<file path="config.mk">
export PLATFORM = sky130hd
export DESIGN_NAME = doorbell_regs
export DESIGN_NICKNAME = d
export VERILOG_FILES = /design/src/rtl/doorbell_regs.sv
export SDC_FILE = /design/constraint.sdc
export NUM_CORES = 1
export LEC_CHECK = 0
export CORE_MARGIN = 2
export CORE_UTILIZATION = 55
export CTS_CLUSTER_SIZE = 20
export DETAILED_ROUTE_END_ITERATION = 16
export PLACE_DENSITY = 0.76
export SLEW_MARGIN = 20
export SYNTH_ARGS = -nofsm -noshare
export SYNTH_HDL_FRONTEND = slang
export SYNTH_SLANG_ARGS = --single-unit
</file>
<file path="constraint.sdc">
create_clock -name clk -period 6.6 [get_ports clk]
set_input_delay 1.32 -clock clk [delete_from_list [all_inputs] [get_ports clk]]
set_output_delay 1.32 -clock clk [all_outputs]
set_load 0.01 [all_outputs]
</file>
<file path="src/rtl/doorbell_regs.sv">
module doorbell_regs #(
  parameter int AW = 12,
  parameter int DW = 32,
  parameter int RAISE_BIT = 29,
  parameter int CTRL_DROP_BIT = 16,
  parameter int STAT_DROP_LO = 16,
  parameter int STAT_DROP_HI = 29,
  parameter int CTRL_ONE_BIT = 17
) (
  input  logic          clk,
  input  logic          rst_n,
  input  logic [AW-1:0] addr,
  input  logic          wr_en,
  input  logic [DW-1:0] wr_data,
  input  logic          rd_en,
  output logic [DW-1:0] rd_data,
  output logic          irq
);
  localparam logic [AW-1:0] OFF_DA  = AW'('h028);
  localparam logic [AW-1:0] OFF_DB  = AW'('h02C);
  localparam logic [AW-1:0] OFF_CTL = AW'('h04C);
  localparam logic [AW-1:0] OFF_ST  = AW'('h050);
  localparam logic [AW-1:0] OFF_SET = AW'('h1F0);
  localparam logic [AW-1:0] OFF_CLR = AW'('h1F4);
  localparam logic [DW-1:0] ONE_MASK = DW'(1) << CTRL_ONE_BIT;

  logic [AW-1:0] wa;
  logic [DW-1:0] desc_a, desc_b, ctl, stat, sw;
  logic hit_da, hit_db, hit_ctl, hit_st, hit_set, hit_clr;
  logic raise, drop;

  assign wa      = addr & ~AW'(3);
  assign hit_da  = wa == OFF_DA;
  assign hit_db  = wa == OFF_DB;
  assign hit_ctl = wa == OFF_CTL;
  assign hit_st  = wa == OFF_ST;
  assign hit_set = wa == OFF_SET;
  assign hit_clr = wa == OFF_CLR;

  assign raise = wr_en & ((hit_db & wr_data[RAISE_BIT]) | hit_set);
  assign drop  = wr_en & ((hit_ctl & wr_data[CTRL_DROP_BIT]) |
                          (hit_st & (wr_data[STAT_DROP_LO] | wr_data[STAT_DROP_HI])) |
                          hit_clr);

  always_ff @(posedge clk or negedge rst_n) begin
    if (!rst_n) begin
      desc_a <= '0;
      desc_b <= '0;
      ctl    <= '0;
      stat   <= '0;
      sw     <= '0;
    end else if (wr_en) begin
      if (hit_da)  desc_a <= wr_data;
      if (hit_db)  desc_b <= wr_data;
      if (hit_ctl) ctl    <= wr_data;
      if (hit_st)  stat   <= wr_data;
      if (hit_set) sw     <= sw | wr_data;
      if (hit_clr) sw     <= sw & ~wr_data;
    end
  end

  always_ff @(posedge clk or negedge rst_n) begin
    if (!rst_n)     irq <= 1'b0;
    else if (raise) irq <= 1'b1;
    else if (drop)  irq <= 1'b0;
  end

  always_comb begin
    rd_data = '0;
    if (rd_en) begin
      if (hit_da)              rd_data = desc_a;
      if (hit_db)              rd_data = desc_b;
      if (hit_ctl)             rd_data = ctl | ONE_MASK;
      if (hit_st)              rd_data = stat;
      if (hit_set || hit_clr)  rd_data = sw;
    end
  end
endmodule


</file>
### Word-level counts from Yosys, hierarchy flattened

Index checks and enable logic that the tools add are counted.

| storage, ports and cells | value |
|---|---|
| bits in registers | 161 |
| bits of input ports | 48 |
| output and inout bits | 33 |
| logic and storage cells | 42 |

| operators by class | value |
|---|---|
| eq/ne operators | 6 |
| muxes and demuxes | 10 |
| bitwise gates (word level) | 12 |
| reductions and logical operators | 8 |

Operator list:

| kind | number |
|---|---|
| $mux 32 | 8 |
| $and 32x32->32 | 1 |
| $not 32->32 | 1 |
| $or 32x32->32 | 1 |
| $eq 10x4->1 const B | 2 |
| $eq 10x5->1 const B | 2 |
| $eq 10x7->1 const B | 2 |
| $reduce_and 2->1 | 5 |
| $and 1x1->1 | 5 |
| $or 1x1->1 | 4 |
| $reduce_bool 2->1 | 2 |
| $mux 1 | 2 |
| $logic_or 1x1->1 | 1 |

### Logic depth before layout (Yosys ltp)

Gate-level depths: netlist (run 1).

| logic depth | value |
|---|---|
| depth after elaboration | 7 |
| depth in mapped cells | 7 |
| gate-level depth less buffers | 4 |

### Worst setup path after synthesis (run 1)

OpenSTA, ideal clock, no wires.

| timing | value |
|---|---|
| path type | input to output |
| start | input addr[3] |
| end | output rd_data[17] |
| arrival | 2.759 ns |
| setup slack | 2.521 ns |
| cell stages on the path | 5 |
| path through | or3b_1 > buf_2 > a2111o_1 > a21boi_1 > o31ai_1 |

| on the way | value |
|---|---|
| longest elaborated chain between the ends | 7 |

RTL lines:

| element | RTL line | text |
|---|---|---|
| start, declared | 12 | `input logic [AW-1:0] addr,` |
| $eq 10x4->1 | 33 | `assign hit_da = wa == OFF_DA;` |
| $mux 32 | 71 | `if (hit_da) rd_data = desc_a;` |
| $mux 32 | 72 | `if (hit_db) rd_data = desc_b;` |
| $mux 32 | 73 | `if (hit_ctl) rd_data = ctl \| ONE_MASK;` |
| $mux 32 | 74 | `if (hit_st) rd_data = stat;` |
| $mux 32 (*) | 75 | `if (hit_set \|\| hit_clr) rd_data = sw;` |
| $mux 32 (*) | 70 | `if (rd_en) begin` |
| end, declared | 16 | `output logic [DW-1:0] rd_data,` |

Mark *: on every way between the ends. The rest lies on a longest branch, timed or not.

### Final worst setup path (run 1)

| timing | value |
|---|---|
| start | input addr[9] |
| end | output rd_data[17] |

The elaborated chain is that of the path after synthesis.

==> results of run 1 <==
[final cells by class]
class / instances / area, sq um
Clock buffer: 24 / 491.7
Clock inverter: 6 / 105.1
Fill cell: 988 / 4607
Inverter: 4 / 15.01
Multi-Input combinational cell: 407 / 3558
Sequential cell: 160 / 4004
Tap cell: 180 / 225.2
Timing Repair Buffer: 91 / 874.6
[placed cells by master, fill, tap and decap left out, drive strengths merged, types with 4 or more instances in the layout]
cell type	n
a21boi	19
a221oi	7
a22o	18
a32o	6
and4	10
buf	15
clkbuf	24
clkdlybuf4s50	76
dfrtp	160
inv	4
mux2	165
mux2i	25
nand2	40
nand3	9
nor2	5
nor4b	4
o21a	8
o21ai	33
o221a	7
o22ai	24
[power by group through the flow]
stage | logic (mW) | clock network, mW | registers, mW
final | 0.134 | 0.992 | 1.00
after global routing | 0.146 | 1.05 | 1.00
after CTS | 0.134 | 1.01 | 1.00
after detailed placement | 0.133 | 0 | 1.02
after global placement | 0.128 | 0 | 1.02
after floorplan | 0.0536 | 0 | 1.02
[critical path, cell delays in order]
cell and delay (ns):
clkdlybuf4s50_1 0.52, or4b_1 0.65, a2111o_1 0.76, a21boi_1 0.31, o31ai_1 0.28, clkdlybuf4s50_1 0.60
[worst max-delay path by stage]
stage	from	to	slack (ns)	cells past startpoint
after global placement	addr[7]	rd_data[17]	0.95	6
after global routing	addr[7]	rd_data[17]	0.80	6
after CTS	addr[9]	rd_data[17]	0.86	6
final	addr[9]	rd_data[17]	0.83	6
after detailed placement	addr[9]	rd_data[17]	0.86	6
after floorplan	addr[3]	rd_data[17]	2.52	5
[routing by layer]
metal,share of wire,vias to the layer above,wire (um),GRT usage
met4,0.021,0,405,0.1264
met2,0.48,224,9338,0.4271
met3,0.057,40,1111,0.05766
met5,0,-,0,0
met1,0.44,2925,8477,0.3641
li1,-,2442,-,-
[logic make-up after synthesis]
logic type / count (synthesis) / synth area share
mux: 190 / 0.2707
flops: 160 / 0.5141
compound gates: 128 / 0.1187
simple gates: 89 / 0.06620
buf+inv: 52 / 0.03021
[cell usage after synthesis, types with 6 or more instances]
| library cell | number | area share |
|---|---|---|
| nand2_1 | 40 | 0.019 |
| o221a_2 | 7 | 0.010 |
| mux2i_1 | 25 | 0.032 |
| a221oi_1 | 7 | 0.0079 |
| o22ai_1 | 24 | 0.019 |
| dfrtp_1 | 160 | 0.51 |
| a21boi_0 | 18 | 0.017 |
| mux2_2 | 159 | 0.23 |
| nand3_1 | 9 | 0.0058 |
| o21ai_0 | 25 | 0.016 |
| and4_1 | 10 | 0.011 |
| a32o_1 | 6 | 0.0077 |
| clkbuf_1 | 19 | 0.0092 |
| o21a_1 | 8 | 0.0077 |
| mux2_1 | 6 | 0.0087 |
| o21ai_1 | 8 | 0.0051 |
| buf_2 | 20 | 0.013 |
| a22o_1 | 18 | 0.020 |
==> impl_metrics.toml, run 1 <==
[logic_synthesis]
synth.avg_cell_area_sq_um = 12.58
ys_warn_count = 0
synthArstFlopShare = 1.000
synth.distinct_cells = 48
synth_area_sq_um = 7787
yosys_register_bits = 160
ys_seq_area_frac = 0.5141
synth_edf_count = 0
syn_nets = 667
synth_cells = 619
ys.flop_type = "dfrtp_1"

[detailed_routing]
wl_um = 19330
num_vias = 5631
drc = 0
wire_per_inst_um = 22.17
firstDrtPassIters = 5
drtAntennaViolNets = 0
drt_iter0_drc = 469
viasPerCell = 6.458

[global_routing]
grt_max_degree = 108
grt_pass1_wl_um = 30880
grt_usage = 0.2721
grt_pass1_vias = 5922
grt_overflow_total = 0
antenna_found_initial = 0

[power]
p_leak_nw = 4.381
p_comb_frac = 0.063
net-switching-power_mw = 0.4487
p_int_mw = 1.681
ir_worst_vdd_mv = 0.1382
power_density_nw_per_um2 = 229.6
finalPower_mw = 2.129
swShare = 0.2107
clockPowerShare = 0.466
p_seq_frac = 0.472

[run_status]
status = "completed"

[final_layout]
final_cells = 872
post-route-cell-area_sq_um = 9274
area_growth_syn_to_layout_pct = 19.09
final_nets = 729
utilization = 0.6681
drive_gt1_frac = 0.3136
diodes = 0

[clock_tree]
post_cts_buffers = 0
cts-root-buf = "clkbuf_16"
cts_buffers = 17
clock-sinks = 160
cts_buffer_depth = 2
clk_pin_slew_worst_paths_ns = 0.06
clock_latency_ns = 0.42
cts_tree = "yes"
cts_hold_buf = 0
cts_resized = 0
h-tree-depth = 4

[critical_path]
reg2reg_depth = 1
crit_fanout = 25
rrSetupSlack_ns = 5.78
crit_path_end_kind = "output port"
arrival_ns = 4.45
crit_path_start_kind = "input pin"
required_ns = 5.28
critical_path_class = "in2out"

[floorplan]
core_sq_um = 13880
chipHeight_um = 123.0
start_util = 0.5610
ioPinCount = 81
die-area_sq_um = 15130
die_x_um = 123.0
row_count = 43

[hold_path]
hold_class = "reg2reg"
min_from = "ctl[16]"
hold_depth = 1
min_to = "ctl[16]"

[timing]
clock_skew_ns = 0
finalCritPeriodShare = 0.8750
setup_ws_ns = 0.8253
fmax_ghz = 0.1732
rsz0062_at_grt = "no"
tightest_slew_ns = 1.041
setup_violations = 0
final-hold-violation-count = 0
tns_ns = 0
slew_headroom = 0.3058
fin_crit_ns = 5.775
hold_slack_ns = 0.4824
drv_slew = 0

[place]
dp_cells = 842
placed_area_sq_um = 8677
gp_congestion = 0.8606
io_buffers = 78
post-place-ws_ns = 0.8625
dp_hpwl_um = 11270

[job]
cap_violations = 0
Note: power is estimated with default switching activity, not from simulation.
==> run 2, diff against run 1 <==
--- a/config.mk
+++ b/config.mk
@@ -7,9 +7,11 @@
 export LEC_CHECK = 0
 export CORE_MARGIN = 2
 export CORE_UTILIZATION = 55
+export CTS_CLUSTER_DIAMETER = 50
 export CTS_CLUSTER_SIZE = 20
 export DETAILED_ROUTE_END_ITERATION = 16
 export PLACE_DENSITY = 0.76
+export SETUP_SLACK_MARGIN = 0.05
 export SLEW_MARGIN = 20
 export SYNTH_ARGS = -nofsm -noshare
 export SYNTH_HDL_FRONTEND = slang
==> results of run 2 <==
The final DEF is identical to that of run 1; final timing and power are the same.
